File: src/rtl/train_pkg.sv
package train_pkg;

    localparam int WORD_W = 16;

    localparam logic [WORD_W-1:0] IDLE_WORD = 16'h000F;
    localparam logic [WORD_W-1:0] TCTL_WORD = 16'h0FFF;
    localparam logic [WORD_W-1:0] TDAT_WORD = 16'hF000;

    typedef enum logic [1:0] {
        ST_IDLE = 2'd0,
        ST_TCTL = 2'd1,
        ST_TDAT = 2'd2,
        ST_PASS = 2'd3
    } tr_state_e;

endpackage

File: src/rtl/train_ivl_timer.sv
module train_ivl_timer #(
    parameter int IVL_W = 16
) (
    input  logic             clk,
    input  logic             rst_n,
    input  logic             restart,
    input  logic [IVL_W-1:0] interval,
    output logic             expired
);

    localparam logic [IVL_W-1:0] T_MAX = {IVL_W{1'b1}};

    logic [IVL_W-1:0] tmr_q;

    // Slots since the last idle word; saturates.
    always_ff @(posedge clk or negedge rst_n) begin
        if (!rst_n) begin
            tmr_q <= '0;
        end else if (restart) begin
            tmr_q <= {{(IVL_W-1){1'b0}}, 1'b1};
        end else if (tmr_q != T_MAX) begin
            tmr_q <= tmr_q + 1'b1;
        end
    end

    assign expired = ({1'b0, tmr_q} + 1'b1) >= {1'b0, interval};

endmodule

File: src/rtl/train_slot_ctr.sv
module train_slot_ctr #(
    parameter int PAT_HALF = 10,
    parameter int REP_W    = 4
) (
    input  logic             clk,
    input  logic             rst_n,
    input  logic             clr,
    input  logic             run,
    input  logic             dat_phase,
    output logic             slot_last,
    output logic [REP_W-1:0] pat_cnt
);

    localparam int SLOT_W = (PAT_HALF > 2) ? $clog2(PAT_HALF) : 1;
    localparam logic [SLOT_W-1:0] SLOT_END = SLOT_W'(PAT_HALF - 1);
    localparam logic [REP_W-1:0]  PAT_MAX  = {REP_W{1'b1}};

    logic [SLOT_W-1:0] slot_q;

    assign slot_last = (slot_q == SLOT_END);

    always_ff @(posedge clk or negedge rst_n) begin
        if (!rst_n) begin
            slot_q  <= '0;
            pat_cnt <= '0;
        end else if (clr) begin
            slot_q  <= '0;
            pat_cnt <= '0;
        end else if (run) begin
            slot_q <= slot_last ? '0 : slot_q + 1'b1;
            if (dat_phase && slot_last && pat_cnt != PAT_MAX) begin
                pat_cnt <= pat_cnt + 1'b1;
            end
        end
    end

endmodule

File: src/rtl/train_fsm.sv
module train_fsm
    import train_pkg::*;
#(
    parameter int REP_W = 4
) (
    input  logic               clk,
    input  logic               rst_n,
    input  logic               loss_sync,
    input  logic               status_valid,
    input  logic               pkt_boundary,
    input  logic               expired,
    input  logic               slot_last,
    input  logic [REP_W-1:0]   pat_cnt,
    input  logic [REP_W-1:0]   repeat_cnt,
    output tr_state_e          st_q,
    output logic [WORD_W-1:0]  trn_word,
    output logic               trn_ctl,
    output logic               trn_own
);

    tr_state_e        st_n;
    logic             startup_q, startup_n;
    logic [REP_W-1:0] rep_lim_q;
    logic             seq_done;

    assign seq_done = startup_q ? status_valid
                                : (({1'b0, pat_cnt} + 1'b1) >= {1'b0, rep_lim_q});

    // State register, mode flag and repeat limit.
    always_ff @(posedge clk or negedge rst_n) begin
        if (!rst_n) begin
            st_q      <= ST_IDLE;
            startup_q <= 1'b1;
            rep_lim_q <= {{(REP_W-1){1'b0}}, 1'b1};
        end else begin
            st_q      <= st_n;
            startup_q <= startup_n;
            if (st_q == ST_IDLE) begin
                rep_lim_q <= (repeat_cnt == '0) ? {{(REP_W-1){1'b0}}, 1'b1} : repeat_cnt;
            end
        end
    end

    // Next state.
    always_comb begin
        st_n      = st_q;
        startup_n = startup_q;
        unique case (st_q)
            ST_IDLE: st_n = ST_TCTL;
            ST_TCTL: if (slot_last) st_n = ST_TDAT;
            ST_TDAT: begin
                if (slot_last) begin
                    if (seq_done) begin
                        st_n      = ST_PASS;
                        startup_n = 1'b0;
                    end else begin
                        st_n = ST_TCTL;
                    end
                end
            end
            ST_PASS: if (expired && pkt_boundary) st_n = ST_IDLE;
            default: st_n = ST_IDLE;
        endcase
        if (loss_sync) begin
            st_n      = ST_IDLE;
            startup_n = 1'b1;
        end
    end

    // Outputs.
    always_comb begin
        unique case (st_q)
            ST_IDLE: begin trn_word = IDLE_WORD; trn_ctl = 1'b1; trn_own = 1'b1; end
            ST_TCTL: begin trn_word = TCTL_WORD; trn_ctl = 1'b1; trn_own = 1'b1; end
            ST_TDAT: begin trn_word = TDAT_WORD; trn_ctl = 1'b0; trn_own = 1'b1; end
            default: begin trn_word = '0;        trn_ctl = 1'b0; trn_own = 1'b0; end
        endcase
    end

endmodule

File: src/rtl/train_seq_gen.sv
module train_seq_gen
    import train_pkg::*;
#(
    parameter int IVL_W    = 16,
    parameter int REP_W    = 4,
    parameter int PAT_HALF = 10
) (
    input  logic              clk,
    input  logic              rst_n,
    input  logic              status_valid,
    input  logic              loss_sync,
    input  logic              pkt_boundary,
    input  logic [IVL_W-1:0]  interval,
    input  logic [REP_W-1:0]  repeat_cnt,
    input  logic [WORD_W-1:0] mux_data,
    input  logic              mux_ctl,
    output logic [WORD_W-1:0] out_data,
    output logic              out_ctl,
    output logic              train_active
);

    tr_state_e         st;
    logic              expired, slot_last;
    logic [REP_W-1:0]  pat_cnt;
    logic [WORD_W-1:0] trn_word;
    logic              trn_ctl, trn_own;

    train_ivl_timer #(.IVL_W(IVL_W)) u_timer (
        .clk      (clk),
        .rst_n    (rst_n),
        .restart  (st == ST_IDLE),
        .interval (interval),
        .expired  (expired)
    );

    train_slot_ctr #(.PAT_HALF(PAT_HALF), .REP_W(REP_W)) u_ctr (
        .clk       (clk),
        .rst_n     (rst_n),
        .clr       (st == ST_IDLE),
        .run       (st == ST_TCTL || st == ST_TDAT),
        .dat_phase (st == ST_TDAT),
        .slot_last (slot_last),
        .pat_cnt   (pat_cnt)
    );

    train_fsm #(.REP_W(REP_W)) u_fsm (
        .clk          (clk),
        .rst_n        (rst_n),
        .loss_sync    (loss_sync),
        .status_valid (status_valid),
        .pkt_boundary (pkt_boundary),
        .expired      (expired),
        .slot_last    (slot_last),
        .pat_cnt      (pat_cnt),
        .repeat_cnt   (repeat_cnt),
        .st_q         (st),
        .trn_word     (trn_word),
        .trn_ctl      (trn_ctl),
        .trn_own      (trn_own)
    );

    assign out_data     = trn_own ? trn_word : mux_data;
    assign out_ctl      = trn_own ? trn_ctl  : mux_ctl;
    assign train_active = trn_own;

endmodule

File: config.mk
export PLATFORM = sky130hd
export DESIGN_NAME = train_seq_gen
export DESIGN_NICKNAME = d
export VERILOG_FILES = /design/src/rtl/train_pkg.sv /design/src/rtl/train_ivl_timer.sv /design/src/rtl/train_slot_ctr.sv /design/src/rtl/train_fsm.sv /design/src/rtl/train_seq_gen.sv
export SDC_FILE = /design/constraint.sdc
export NUM_CORES = 1
export LEC_CHECK = 0
export BUFFER_PORTS_ARGS = -buffer_cell sky130_fd_sc_hd__buf_2
export CAP_MARGIN = 20
export CORE_AREA = 5 5 64 77
export CTS_BUF_LIST = sky130_fd_sc_hd__clkbuf_8
export DETAILED_ROUTE_END_ITERATION = 12
export DIE_AREA = 0 0 69 82
export HOLD_SLACK_MARGIN = 0.12
export MAX_ROUTING_LAYER = met4
export PLACE_DENSITY = 0.84
export REMOVE_ABC_BUFFERS = 1
export SYNTH_ARGS = -nofsm -noshare
export SYNTH_HDL_FRONTEND = slang
export SYNTH_SLANG_ARGS = --single-unit
File: constraint.sdc
create_clock -name clk -period 7.83 [get_ports clk]
set_input_delay 0 -clock clk [delete_from_list [all_inputs] [get_ports clk]]
set_output_delay 0 -clock clk [all_outputs]
set_load 0.01 [all_outputs]
* Yosys cells after proc, flatten, opt, wreduce, memory -nomap -nowiden
Cells that the tools add are included.
** Storage, ports and cells
- Bits in registers :: 31
- Input bits :: 42
- Output and inout port bits :: 18
- Logic and storage cells :: 64
** Cells by class
- $add $sub $neg :: 5
- Magnitude comparators :: 2
- Eq/ne operators :: 9
- Mux-type cells :: 25
- Reductions and logical operators :: 17
** Operators by type and width (number)
- two-way mux 16 bit :: 3
- case mux 16 bit (3 select lines) :: 1
- two-way mux 4 bit :: 7
- adder 16 x 1 -> 17 bit (second input constant) :: 1
- greater-or-equal comparator 17 x 16 -> 1 bit :: 1
- adder 16 x 1 -> 16 bit (second input constant) :: 1
- != test 16 bit (second input constant) :: 1
- nonzero test 2 bit :: 6
- two-way mux 2 bit :: 5
- adder 4 x 1 -> 4 bit (second input constant) :: 2
- two-way mux 1 bit :: 8
- case mux 2 bit (4 select lines) :: 1
- != test 3 x 2 -> 1 bit (second input constant) :: 2
- AND reduction 3 bit :: 2
- adder 4 x 1 -> 5 bit (second input constant) :: 1
- greater-or-equal comparator 5 x 4 -> 1 bit :: 1
- equality test 2 bit (second input constant) :: 2
- equality test 4 bit (second input constant) :: 1
- logical NOT 4 bit :: 1
- != test 4 bit (second input constant) :: 1
- logical AND 1 bit :: 3
- != test 3 bit (second input constant) :: 1
- OR reduction 3 bit :: 1
- equality test 2 x 1 -> 1 bit (second input constant) :: 1
- other kinds (4) :: 4

* Depth between registers and ports, before layout
- Depth in word-level cells :: 7
- Depth in mapped cells :: 11
- Mapped depth without buffers :: 11

* Hierarchy
From an unflattened synthesis, not the netlist that was laid out.
** Second synthesis, totals
- Cells, all modules :: 284
- Area, all modules :: 2636.3 um^2
** Modules (own cells, without submodules)
- train_ivl_timer :: instances 1, cells each 149, area an instance 1306.3 um^2
- train_fsm :: instances 1, cells each 65, area an instance 575.6 um^2
- train_slot_ctr :: instances 1, cells each 47, area an instance 461.7 um^2
- train_seq_gen :: instances 1, cells each 23, area an instance 292.8 um^2

* Worst setup path before layout
Ideal clock, no wire load.
- Kind :: reg-to-reg
- Start :: reg u_timer.tmr_q[0]
- End :: reg u_fsm.st_q[0]
- Setup time :: 0.134 ns
- Arrival time :: 2.543 ns
- Required time :: 7.696 ns
- Path slack :: 5.153 ns
- Cell stages (with the launch flop) :: 11
- Path buffers :: 0
- Period minus slack after synthesis :: 2.677 ns
- Cells stage by stage :: dfrtp_1 -> ha_1 -> nand4_2 -> nor3_4 -> nand4_1 -> xnor2_1 -> ha_1 -> nand3_1 -> or4_1 -> o2111ai_1 -> o21ai_0
** Between the ends
- Cells in the longest elaborated chain, start to end :: 5
** Ends and longest elaborated chain
- start, declared :: line train_ivl_timer.sv:13 : logic [IVL_W-1:0] tmr_q;
- start signal, assigned :: line train_ivl_timer.sv:20 : tmr_q <= {{(IVL_W-1){1'b0}}, 1'b1};
- start signal, assigned :: line train_ivl_timer.sv:22 : tmr_q <= tmr_q + 1'b1;
- adder 16 x 1 -> 17 bit :: line train_ivl_timer.sv:26 : assign expired = ({1'b0, tmr_q} + 1'b1) >= {1'b0, interval};
- greater-or-equal comparator 17 x 16 -> 1 bit :: line train_ivl_timer.sv:26
- logical AND 1 bit :: line train_fsm.sv:61 : ST_PASS: if (expired && pkt_boundary) st_n = ST_IDLE;
- != test 3 x 2 -> 1 bit (no source line)
- AND reduction 3 bit (no source line)
- end signal, assigned :: line train_fsm.sv:36 : st_q <= st_n;
- end, declared :: line train_fsm.sv:15 : output tr_state_e st_q,
No other way between the ends.
A chain may end at the register's enable or synchronous reset.

* Final worst setup path
- Start :: reg u_timer.tmr_q[0]
- End :: reg u_fsm.st_q[1]
Same word-level chain as after synthesis.

==> out/qor.csv <==
stage,metric,value,unit
grt,grt.met3_usage,0.0306,
worst_setup_path,slowest_delay,0.53,ns
yosys,synth-edff-count,0,
layout,final_nets,401,
worst_setup_path,reg2reg_slack,4.89,ns
grt,grt_max_degree,34,
layout,drive_above_1_share,0.229,
layout,diodes,0,
grt,busiest_layer,met2,
worst_setup_path,reg2regPathDepth,10,
clock_network,clkSlewWorstSetupHoldPaths,0.06,ns
grt,grt-ovfl-total,0,
worst_setup_path,worstSetupPathType,reg -> reg,
power_and_ir_drop,peakVddDrop,0.121,mV
clock_network,root_buffer,clkbuf_8,
worst_setup_path,critical_path_buf_inv_count,0,
yosys,avgSynthCellArea,8.75,um^2
job,drv_cap,0,
worst_setup_path,end_kind,flop,
floorplanning,core-area,0.00416,mm^2
floorplanning,design.die.area,0.00566,mm^2
placed_design,io_buffer_count,59,
clock_network,cts_resized,0,
layout,fillers,378,
yosys,yosysTopAreaCellShare,0.306,
clock_network,cts_tree,built,
drt,viasPerCell,5.47,
worst_setup_path,crit_top_cell,ha_1,
layout,regArea,778,um^2
yosys,yosysTopAreaCell,dfrtp_1,
worst_setup_path,critPathLaunch,u_timer.tmr_q[0],
floorplanning,pin_count,60,
layout,syn_to_final_growth,19.0,%
grt,grt_pass1_wl,9.25,mm
worst_setup_path,crit_path_top_delay_cell,or4_1,
worst_setup_path,start_kind,flop,
drt,route.detailed.drc,0,
drt,ant_nets,0,
sta,setup_viol,0,
grt,grt_usage,0.205,
power_and_ir_drop,finalPower,0.521,mW
sta,rsz0062_at_grt,false,
sta,fmax,341,MHz
sta,maxSlewViolCount,0,
grt,antenna_found_initial,0,
sta,hold_violations,0,
yosys,yosys_warnings,0,
clock_network,clkLatencyLatePin,0.28,ns
grt,grt_pass1_vias,2156,
worst_setup_path,critPathTopFamily,simple AND/OR/NAND/NOR gates,
clock_network,clock-sinks,31,
floorplanning,die_h,82,um
clock_network,htreeDepth,2,
yosys,synthFlopType,dfrtp_1,
clock_network,post-cts-setup-buffers,0,
sta,fin_crit,2.94,ns
worst_setup_path,crit_path_end,u_fsm.st_q[1],
worst_setup_path,crit_arrival,3.09,ns
worst_hold_path,hp-class,in -> reg,
clock_network,cts_buffers,5,
drt,dr.first_iter.drc_count,97,
yosys,synth_area,0.00237,mm^2
floorplanning,start_util,0.569,
yosys,seq_area_frac_synth,0.328,
drt,vias,2143,
worst_setup_path,critical_path_required,7.98,ns
sta,fin_crit_sh,0.375,
yosys,synth_area_leaders,"dfrtp_1 (31%), ha_1 (13%), inv_1 (5.2%)",
sta,whs,0.168,ns
layout,layout_common_cells,"buf_2 (59), inv_1 (35), dfrtp_1 (29)",
sta,fin_setup_tns,0,ns
power_and_ir_drop,power.density,185,mW/mm^2
drt,drt-wirelength-per-cell,13.6,um
yosys,synthCells,271,
grt,use_met1,0.225,
power_and_ir_drop,p_leak,1.58,nW
layout,final_common_cell,buf_2,
sta,slew_headroom,0.296,
worst_setup_path,regToRegEndpoint,u_fsm.st_q[1],
clock_network,clockBufferDepth,2,
worst_setup_path,timing.rr.start,u_timer.tmr_q[0],
floorplanning,fp.dieW,69,um
drt,dr.pass1.iters,4,
yosys,ys_ff_latch,31,
layout,multi_input_area,0.00139,mm^2
sta,setup_slack,4.89,ns
worst_setup_path,critPathMaxFanout,6,
yosys,async_flop_share,1.00,
placed_design,dp_slack,4.91,ns
worst_setup_path,cp.depth,10,
floorplanning,rows,26,
drt,wl,5.32,mm
sta,tightest_slew,1.06,ns
placed_design,dpl.hpwl,4.00,mm
worst_setup_path,critical_path.cell_chain,ha_1 -> nand4_2 -> nor3_4 -> nand4_1 -> xnor2_1 -> ha_1 -> nand3_1 -> or4_1 -> o2111ai_1 -> o21ai_0,
status,status,"finished, final reports clean",
sta,finClkSkew,0.00301,ns
grt,grt.met2_usage,0.389,
placed_design,gp_congestion,0.864,
yosys,yosysUniqueCellTypes,51,
[worst reg2reg max path, cell delays in order (launching register included)]
cell       delay, ns
dfrtp_1         0.42
ha_1            0.24
nand4_2         0.15
nor3_4          0.32
nand4_1         0.22
xnor2_1         0.18
ha_1            0.29
nand3_1         0.11
or4_1           0.53
o2111ai_1       0.22
o21ai_0         0.12
[metrics by stage]
step           instance area, um^2  instances  utilization
2_1_floorplan                 2290        260            -
5_1_grt                       2820        392        0.678
4_1_cts                       2820        392        0.678
3_5_place_dp                  2660        376        0.639
3_3_place_gp                  2660        376        0.639
6_report                      2820        392        0.678
[sequential cells by signal, indices dropped and copies added (netlist names)]
| register | flops |
|---|---|
| u_ctr.pat_cnt | 4 |
| u_fsm.rep_lim_q | 4 |
| u_fsm.startup_q | 1 |
| u_timer.tmr_q | 16 |
| u_fsm.st_q | 2 |
| u_ctr.slot_q | 4 |
[cell usage after synthesis (4+ instances only)]
cell	count
dfrtp_1	29
a22o_1	4
a21oi_1	19
inv_1	33
nand2_1	28
nor2_1	16
a21o_1	4
o21ai_0	14
clkbuf_1	4
nand3_1	11
o22a_1	8
ha_1	24
xnor2_1	9
xor2_1	9
o21a_1	4
[cells by family after synthesis]
group / synth area share
AND/OR/NAND/NOR: 0.181
flip-flops: 0.328
AO/OA/AOI/OAI: 0.193
buffers and inverters: 0.0876
multiplexers: 0.0174
adder cells (fa/ha/maj): 0.127
XOR/XNOR: 0.0665
[cell type report]
type | count | area share
Clock buffer | 5 | 0.0244
Clock inverter | 3 | 0.00443
Multi-Input combinational cell | 196 | 0.491
Sequential cell | 31 | 0.276
Tap cell | 56 | 0.0248
Inverter | 33 | 0.0439
Timing Repair Buffer | 68 | 0.136
[report_power, final]
| group | internal, mW | switching [mW] |
|---|---|---|
| combinational | 0.0805 | 0.100 |
| clock | 0.0597 | 0.0589 |
| sequential | 0.185 | 0.0367 |
[worst min-delay path by stage]
stage                 startpoint                to  cells after the start
detailed placement         rst_n   u_ctr.slot_q[1]                      1
global placement           rst_n   u_ctr.slot_q[3]                      1
global route        status_valid     u_fsm.st_q[1]                      4
CTS                 status_valid     u_fsm.st_q[1]                      4
floorplan                  rst_n  u_ctr.pat_cnt[0]                      0
finish              status_valid     u_fsm.st_q[1]                      4
[metal layers]
| layer | vias up | wire length, um |
|---|---|---|
| met1 | 1018 | 2240 |
| met2 | 42 | 2860 |
| met5 | - | 0 |
| met4 | 0 | 45 |
| li1 | 1078 | - |
| met3 | 5 | 168 |
[timing repair]
action                     in CTS  in global routing
setup endpoints to repair       0                  0
hold endpoints to repair       36                  0
hold buffers                    8                  0
No activity file was read; power rests on OpenSTA's default activity.
